--- src/rtl/isa_slv_pkg.sv ---
package isa_slv_pkg;

    localparam int ADDR_W = 10;
    localparam int DATA_W = 8;
    localparam int IDX_W  = 2;
    localparam int NREG   = 1 << IDX_W;
    localparam int HI_W   = ADDR_W - IDX_W;

    typedef enum logic [IDX_W-1:0] {
        IDX_CTRL = 2'd0,
        IDX_STAT = 2'd1,
        IDX_GPA  = 2'd2,
        IDX_GPB  = 2'd3
    } reg_idx_e;

    // synchronised strobes, all active high
    typedef struct packed {
        logic aen;
        logic rd;
        logic wr;
    } strobe_t;

    localparam int STB_W = $bits(strobe_t);

    function automatic logic [HI_W-1:0] base_hi(input logic [ADDR_W-1:0] base);
        return base[ADDR_W-1:IDX_W];
    endfunction

endpackage

--- src/rtl/isa_sync.sv ---
module isa_sync #(
    parameter int           WIDTH   = 3,
    parameter int           STAGES  = 2,
    parameter logic [WIDTH-1:0] RST_VAL = '0
) (
    input  logic             clk,
    input  logic             rst,
    input  logic [WIDTH-1:0] d_i,
    output logic [WIDTH-1:0] q_o
);
    genvar b;
    generate
        for (b = 0; b < WIDTH; b++) begin : g_bit
            logic [STAGES-1:0] chain;
            always_ff @(posedge clk) begin
                if (rst) chain <= {STAGES{RST_VAL[b]}};
                else     chain <= {chain[STAGES-2:0], d_i[b]};
            end
            assign q_o[b] = chain[STAGES-1];
        end
    endgenerate
endmodule

--- src/rtl/isa_addr_decode.sv ---
module isa_addr_decode
    import isa_slv_pkg::*;
#(
    parameter logic [ADDR_W-1:0] BASE_ADDR = 10'h300
) (
    input  logic [HI_W-1:0] addr_hi_i,
    input  logic            aen_s_i,
    output logic            hit_o
);
    localparam logic [HI_W-1:0] BASE_HI = base_hi(BASE_ADDR);

    always_comb begin
        hit_o = (addr_hi_i == BASE_HI) && !aen_s_i;
    end
endmodule

--- src/rtl/isa_regfile.sv ---
module isa_regfile
    import isa_slv_pkg::*;
(
    input  logic              clk,
    input  logic              rst,
    input  logic              wr_en_i,
    input  logic [IDX_W-1:0]  idx_i,
    input  logic [DATA_W-1:0] wdata_i,
    input  logic [DATA_W-1:0] status_i,
    output logic [DATA_W-1:0] rdata_o,
    output logic [DATA_W-1:0] ctrl_o
);
    logic [DATA_W-1:0] store [NREG];

    always_ff @(posedge clk) begin
        if (rst) begin
            for (int i = 0; i < NREG; i++) store[i] <= '0;
        end else if (wr_en_i && (idx_i != IDX_STAT)) begin
            store[idx_i] <= wdata_i;
        end
    end

    always_comb begin
        if (idx_i == IDX_STAT) rdata_o = status_i;
        else                   rdata_o = store[idx_i];
    end

    assign ctrl_o = store[IDX_CTRL];


    ctrl_hold_chk: assert property (@(posedge clk) disable iff (rst)
        !wr_en_i |=> $stable(ctrl_o));


    stat_wr_ignored_chk: assert property (@(posedge clk) disable iff (rst)
        (wr_en_i && idx_i == IDX_STAT) |=> ($stable(store[IDX_CTRL]) &&
            $stable(store[IDX_GPA]) && $stable(store[IDX_GPB])));
endmodule

--- src/rtl/isa_io_slave.sv ---
module isa_io_slave
    import isa_slv_pkg::*;
#(
    parameter logic [ADDR_W-1:0] BASE_ADDR = 10'h300,
    parameter int                SYNC_STAGES = 2,
    parameter bit                WIDE16 = 1'b1
) (
    input  logic              clk,
    input  logic              rst,
    input  logic [ADDR_W-1:0] addr_i,
    input  logic              aen_i,
    input  logic              ior_n_i,
    input  logic              iow_n_i,
    input  logic [DATA_W-1:0] wdata_i,
    input  logic [DATA_W-1:0] status_i,
    output logic [DATA_W-1:0] rd_data_o,
    output logic              rd_oe_o,
    output logic              dir_o,
    output logic              sel_n_o,
    output logic              cs16_n_o,
    output logic [DATA_W-1:0] ctrl_o
);
    strobe_t stb_raw, stb_s;
    logic    wr_prev;
    logic    hit;
    logic    wr_en;
    logic [DATA_W-1:0] rf_rdata;
    logic [DATA_W-1:0] rdata_q;
    logic    oe_q, dir_q;

    assign stb_raw = '{aen: aen_i, rd: ~ior_n_i, wr: ~iow_n_i};

    isa_sync #(
        .WIDTH  (STB_W),
        .STAGES (SYNC_STAGES),
        .RST_VAL(3'b100)
    ) u_sync (
        .clk (clk),
        .rst (rst),
        .d_i (stb_raw),
        .q_o (stb_s)
    );

    isa_addr_decode #(.BASE_ADDR(BASE_ADDR)) u_dec (
        .addr_hi_i (addr_i[ADDR_W-1:IDX_W]),
        .aen_s_i   (stb_s.aen),
        .hit_o     (hit)
    );

    always_ff @(posedge clk) begin
        if (rst) wr_prev <= 1'b0;
        else     wr_prev <= stb_s.wr;
    end

    assign wr_en = hit && stb_s.wr && !wr_prev;

    isa_regfile u_rf (
        .clk      (clk),
        .rst      (rst),
        .wr_en_i  (wr_en),
        .idx_i    (addr_i[IDX_W-1:0]),
        .wdata_i  (wdata_i),
        .status_i (status_i),
        .rdata_o  (rf_rdata),
        .ctrl_o   (ctrl_o)
    );

    always_ff @(posedge clk) begin
        if (rst) begin
            oe_q    <= 1'b0;
            dir_q   <= 1'b0;
            rdata_q <= '0;
        end else begin
            dir_q   <= stb_s.rd;
            oe_q    <= hit && stb_s.rd;
            rdata_q <= (hit && stb_s.rd) ? rf_rdata : '0;
        end
    end

    assign rd_oe_o   = oe_q;
    assign dir_o     = dir_q;
    assign rd_data_o = rdata_q;
    assign sel_n_o   = ~hit;

    generate
        if (WIDE16) begin : g_cs16
            assign cs16_n_o = ~hit;
        end else begin : g_cs8
            assign cs16_n_o = 1'b1;
        end
    endgenerate


    oe_needs_sel_chk: assert property (@(posedge clk) disable iff (rst)
        $rose(rd_oe_o) |-> $past(!sel_n_o));


    oe_implies_dir_chk: assert property (@(posedge clk) disable iff (rst)
        rd_oe_o |-> dir_o);


    idle_data_zero_chk: assert property (@(posedge clk) disable iff (rst)
        !rd_oe_o |-> (rd_data_o == '0));


    cs16_only_sel_chk: assert property (@(posedge clk) disable iff (rst)
        !cs16_n_o |-> !sel_n_o);
endmodule

--- config.mk ---
export PLATFORM = sky130hd
export DESIGN_NAME = isa_io_slave
export DESIGN_NICKNAME = d
export VERILOG_FILES = /design/src/rtl/isa_slv_pkg.sv /design/src/rtl/isa_sync.sv /design/src/rtl/isa_addr_decode.sv /design/src/rtl/isa_regfile.sv /design/src/rtl/isa_io_slave.sv
export SDC_FILE = /design/constraint.sdc
export NUM_CORES = 1
export LEC_CHECK = 0
export ABC_AREA = 1
export CAP_MARGIN = 0
export CORE_MARGIN = 8
export CORE_UTILIZATION = 30
export CTS_BUF_LIST = sky130_fd_sc_hd__clkbuf_8 sky130_fd_sc_hd__clkbuf_16
export DETAILED_ROUTE_END_ITERATION = 6
export GPL_ROUTABILITY_DRIVEN = 1
export SLEW_MARGIN = 10
export SYNTH_ARGS = -nofsm -noshare
export SYNTH_HDL_FRONTEND = slang
export SYNTH_SLANG_ARGS = --single-unit
--- constraint.sdc ---
create_clock -name clk -period 4.95 [get_ports clk]
set_input_delay 0.99 -clock clk [delete_from_list [all_inputs] [get_ports clk]]
set_output_delay 0.99 -clock clk [all_outputs]
set_load 0.01 [all_outputs]
==> impl_metrics.tcl, run 1 <==
set metrics [dict create \
    status "finished clean" \
    pwr-share-comb_pct 8.5 \
    vias 1203 \
    mappedNetlistNets 193 \
    layout-area-overhead-vs-synth_pct 41.02 \
    power.internal_w 0.0005507 \
    syn_avg_cell_area_sq_um 10.11 \
    ys_seq_elements 41 \
    setup.worst_path.end_class "output pin" \
    start_util_pct 30.30 \
    ctsResizeCount 0 \
    diodes 0 \
    synth_top_area_share_pct 44.00 \
    clock_skew_ns 0.006300 \
    synth_most_common_cell "nor2_1" \
    clockBufferDepth 2 \
    rsz0062_at_grt "false" \
    p_switching_w 0.0001495 \
    synthArstFlopShare_pct 0 \
    max_stage_delay_ns 0.48 \
    htreeDepth 2 \
    yosys_warnings 0 \
    grt_overflow_total 0 \
    path_depth 6 \
    dpl.hpwl_mm 2.935 \
    finalCritPeriodShare_pct 67.40 \
    fin_crit_ns 3.336 \
    synth_edf_count 24 \
    cp.arrival_ns 2.35 \
    first_iter_violations 72 \
    numClockSinks 41 \
    layout-drive-gt1-share_pct 8.411 \
    p_leak_nw 0.9113 \
    cp_cell_sequence "clkdlybuf4s50_1 -> nor2_1 -> nand3_1 -> nor2_1 -> inv_1 -> clkdlybuf4s50_1" \
    route.detailed.drc 0 \
    hold_violations 0 \
    tns_ns 0 \
    synthTopCellsByArea "edfxtp_1, dfxtp_1, nor2_1" \
    hold_depth 2 \
    io_buffers 50 \
    cts_setup_buffers 0 \
    grt_pass1_vias 1212 \
    synth.largest_area_cell "edfxtp_1" \
    cts_root_buf "clkbuf_8" \
    regArea_sq_um 1061 \
    clkTransAtPathRegs_ns 0.07 \
    vdd_drop_max_mv 0.1271 \
    synth_common_cells "nor2_1, edfxtp_1, nand3_1" \
    synth_area_sq_um 1638 \
    critPathKind "in -> out" \
    place_ws_ns 1.577 \
    post_drt_wl_per_cell_microns 12.88 \
    wl_mm 3.683 \
    worstMarginPinSlew_ns 0.5184 \
    io_pins 51 \
    drtPass1Iterations 4 \
    relSlewSlack_pct 65.33 \
    nFillCells 534 \
    coreArea_sq_um 5405 \
    cp_slowest_cell "clkdlybuf4s50_1" \
    crit_family "buffers and inverters" \
    dieWidth_microns 89.89 \
    clock.fmax_mhz 299.8 \
    crit_required_ns 3.96 \
    reg2reg_depth 4 \
    dieArea_sq_um 8079 \
    routed_via_density 4.206 \
    gp_congestion 0.7393 \
    start_kind "primary input" \
    drtAntennaViolNets 0 \
    pwr-share-clk_pct 38.4 \
    hold_path.class "reg -> reg" \
    cts_hold_buf 0 \
    ys_types 17 \
    path_buf_inv 3 \
    multi_input_area_sq_um 479.2 \
    cp_max_fo 2 \
    yosysSeqAreaShare_pct 64.78 \
    track_usage_pct 9.423 \
    num_rows 27 \
    maxCapViolCount 0 \
    setup_ws_ns 1.614 \
    antenna_found_initial 0 \
    swShare_pct 21.35 \
    seqPwrFrac_pct 53.1 \
    grt_max_degree 17 \
    cts_tree "done" \
    p_per_area_nw_per_um2 303.1 \
    insertion_delay_ns 0.30 \
    slew_violations 0 \
    synth-main-ff-cell "edfxtp_1" \
    cts_buffers 5 \
    fp.dieH_microns 89.89 \
    grt_pass1_wl_mm 6.189 \
    final_nets 244 \
    setup_viol_count_final 0 \
    syn_inst 162 \
]
## registers in the layout, indices dropped and copies added, names as in the netlist
name                count
rd_data_o               8
u_sync.g_bit.chain      6
dir_o                   1
rd_oe_o                 1
wr_prev                 1
u_rf.store             24
## layer usage
layer  vias to the layer above  share of wire, %  wire length [microns]  global-route usage, %
met4                         0               1.4                     53                  3.745
met3                         4               7.4                    271                  3.408
met1                       525                47                   1719                  11.92
met5                         -                 0                      0                      0
met2                        43                45                   1639                  14.23
li1                        631                 -                      -                      -
## power by group through the flow
stage	registers [W]	clock network, W	logic [W]
finish	0.000372	0.000269	0.0000594
global route	0.000373	0.000287	0.0000660
CTS	0.000372	0.000275	0.0000602
detailed placement	0.000380	0	0.0000599
global placement	0.000380	0	0.0000595
floorplan	0.000379	0	0.0000256
## worst reg2reg max path, cell delays in order (launching register included)
cell and delay (ns):
dfxtp_1 0.30, nand3b_1 0.21, nor3_4 0.37, nand4_4 0.21
nand2_1 0.32
## final timing paths
kind	end	start	slack [ns]
max	cs16_n_o	addr_i[7]	1.61
min	u_sync.g_bit[1].chain[1]	u_sync.g_bit[1].chain[0]	0.40
max reg2reg	u_rf.store[2][1]	u_sync.g_bit[2].chain[1]	3.22
min reg2reg	u_sync.g_bit[1].chain[1]	u_sync.g_bit[1].chain[0]	0.40
## kinds of logic (layout without fill, tap and decap cells)
group / count (synthesis) / in the layout / synth area share (%)
DFF: 41 / 41 / 64.78
and+or+nand+nor: 82 / 82 / 24.37
buffers and inverters: 23 / 75 / 5.959
AOI/OAI and AO/OA: 16 / 16 / 4.889
## area by class of cell
class,count,area share [%]
clock buffers,5,2.979
clock inverters,3,2.004
inverters,17,2.763
multi-input cells,98,20.75
flip-flops and latches,41,45.94
well taps,72,3.900
repair buffers,50,21.67
## placed cells by master, fill, tap and decap left out
cell type,instances
clkinv_4,1
nor3_4,1
clkinvlp_4,1
inv_1,15
o21ai_0,16
clkbuf_8,5
nand3b_1,1
bufinv_16,1
edfxtp_1,24
nand2_2,2
clkdlybuf4s50_1,50
nor2_1,43
dfxtp_1,17
inv_2,2
nand4_4,2
nand2_4,1
or2_2,2
nand3_1,18
nand2_1,12
## through the flow
stage / total power [W] / util (%) / hold slack (ns) / cell area, sq um / cells
detailed placement: 0.0004398 / 40.60 / 0.3922 / 2195 / 278
CTS: 0.0007074 / 42.73 / 0.4040 / 2310 / 286
floorplan: 0.0004050 / - / 0.3883 / 1638 / 162
finish: 0.0007001 / 42.73 / 0.4019 / 2310 / 286
global route: 0.0007257 / 42.73 / 0.4290 / 2310 / 286
global placement: 0.0004394 / 40.60 / 0.3884 / 2195 / 278
(Power assumes the default switching activity.)
==> run 2: changes to the inputs <==
Clock period 4.95 ns to 3.2 ns, I/O delays scaled along.
==> impl_metrics.tcl, run 2 (synthesized netlist as in run 1, its figures left out) <==
set metrics [dict create \
    cts_tree "done" \
    hold_path.class "reg -> reg" \
    final_util_pct 42.69 \
    layout-drive-gt1-share_pct 9.174 \
    cts_buffers 5 \
    grt_pass1_wl_mm 6.596 \
    insertion_delay_ns 0.29 \
    final_nets 248 \
    finalCritPeriodShare_pct 83.68 \
    rsz0062_at_grt "false" \
    multi_input_area_sq_um 479.2 \
    grt_overflow_total 0 \
    regArea_sq_um 1061 \
    place_ws_ns 0.5080 \
    num_rows 27 \
    numClockSinks 41 \
    max_stage_delay_ns 0.48 \
    nFillCells 548 \
    clockBufferDepth 2 \
    drtPass1Iterations 4 \
    most-common-layout-cells "clkdlybuf4s50_1, nor2_1, edfxtp_1" \
    coreArea_sq_um 5405 \
    relSlewSlack_pct 72.38 \
    final_cells 290 \
    io_pins 51 \
    min-delay-start "u_sync.g_bit[1].chain[0]" \
    p_per_area_nw_per_um2 431.4 \
    largest-register "u_rf.store" \
    fp.dieH_microns 89.89 \
    r2r_start "u_sync.g_bit[2].chain[1]" \
    grt_pass1_vias 1286 \
    dieArea_sq_um 8079 \
    drtAntennaViolNets 0 \
    gp_congestion 0.7612 \
    ctsResizeCount 0 \
    vias 1251 \
    dp.cells 282 \
    dpl.hpwl_mm 2.920 \
    cp_slowest_cell "clkdlybuf4s50_1" \
    routed_via_density 4.314 \
    post_drt_wl_per_cell_microns 13.52 \
    slew_violations 0 \
    cp_cell_sequence "clkdlybuf4s50_1 -> nor2_1 -> nand3_1 -> nor2_1 -> inv_1 -> clkdlybuf4s50_1" \
    status "finished clean" \
    io_buffers 50 \
    cts_hold_buf 0 \
    tns_ns 0 \
    cts_root_buf "clkbuf_8" \
    start_util_pct 30.30 \
    clock.fmax_mhz 373.5 \
    clkTransAtPathRegs_ns 0.07 \
    layout-area-overhead-vs-synth_pct 40.87 \
    track_usage_pct 10.17 \
    largest_reg_flops 24 \
    final_common_cell "clkdlybuf4s50_1" \
    cts_setup_buffers 0 \
    first_iter_violations 124 \
    route.detailed.drc 0 \
    p_leak_nw 0.9235 \
    vdd_drop_max_mv 0.1517 \
    critPathKind "in -> out" \
    maxCapViolCount 0 \
    startpoint "addr_i[7]" \
    dieWidth_microns 89.89 \
    diodes 0 \
    grt_max_degree 16 \
    start_kind "primary input" \
    hold_violations 0 \
    cp.arrival_ns 2.04 \
    path_buf_inv 3 \
    setup_viol_count_final 0 \
    fin_crit_ns 2.678 \
    cp_max_fo 2 \
    crit_required_ns 2.56 \
    htreeDepth 2 \
    antenna_found_initial 0 \
    wl_mm 3.921 \
    setup.worst_path.end_class "output pin" \
    setup_ws_ns 0.5223 \
    worstMarginPinSlew_ns 0.4133 \
    clock_skew_ns 0.008390 \
    crit_family "buffers and inverters" \
]
==> run 2: changes by cell type in the layout (fill, tap and decap cells not counted), sizes merged <==
cell and change:
inv +2, bufinv -1, buf +4, clkinvlp -1
==> run 2: routing by layer <==
metal	track usage (%)	routed length, microns	up-vias
li1	-	-	637
met1	12.05	1739	572
met2	15.83	1842	37
met3	4.073	267	5
met4	4.577	72	0
met5	0	0	-
==> run 2: worst paths after layout <==
kind	endpoint	slack, ns	cells after the start
worst max-delay path	cs16_n_o	0.52	6
worst min-delay path	u_sync.g_bit[1].chain[1]	0.41	2
worst max register to register	u_rf.store[2][1]	1.35	4
worst min register to register	u_sync.g_bit[1].chain[1]	0.41	2
==> run 2: layout make-up <==
type	count	share of cell area, %
Sequential cell	41	45.99
Multi-Input combinational cell	98	20.77
Clock buffer	5	2.983
Inverter	17	2.766
Timing Repair Buffer	54	22.99
Clock inverter	3	0.5965
Tap cell	72	3.905
==> run 2: metrics by stage <==
step	hold WS (ns)	power (W)	instance area, sq um
after detailed placement	0.3977	0.0006864	2225
after global routing	0.4290	0.001042	2307
after CTS	0.4081	0.001005	2307
after floorplan	0.3883	0.0006265	1638
after global placement	0.3888	0.0006847	2225
final	0.4061	0.0009953	2307
==> run 2: tightest hold or removal path: stages, from the launching register on <==
cell and delay (ns):
dfxtp_1 0.30, inv_1 0.04, nor2_1 0.03
==> run 2: power breakdown <==
part / switching [W] / internal [W] / leakage [nW]
sequential: 0.00000501 / 0.000570 / 0.389
combinational: 0.0000464 / 0.0000521 / 0.487
clock: 0.000173 / 0.000149 / 0.0473
total: 0.000225 / 0.000771 / 0.923
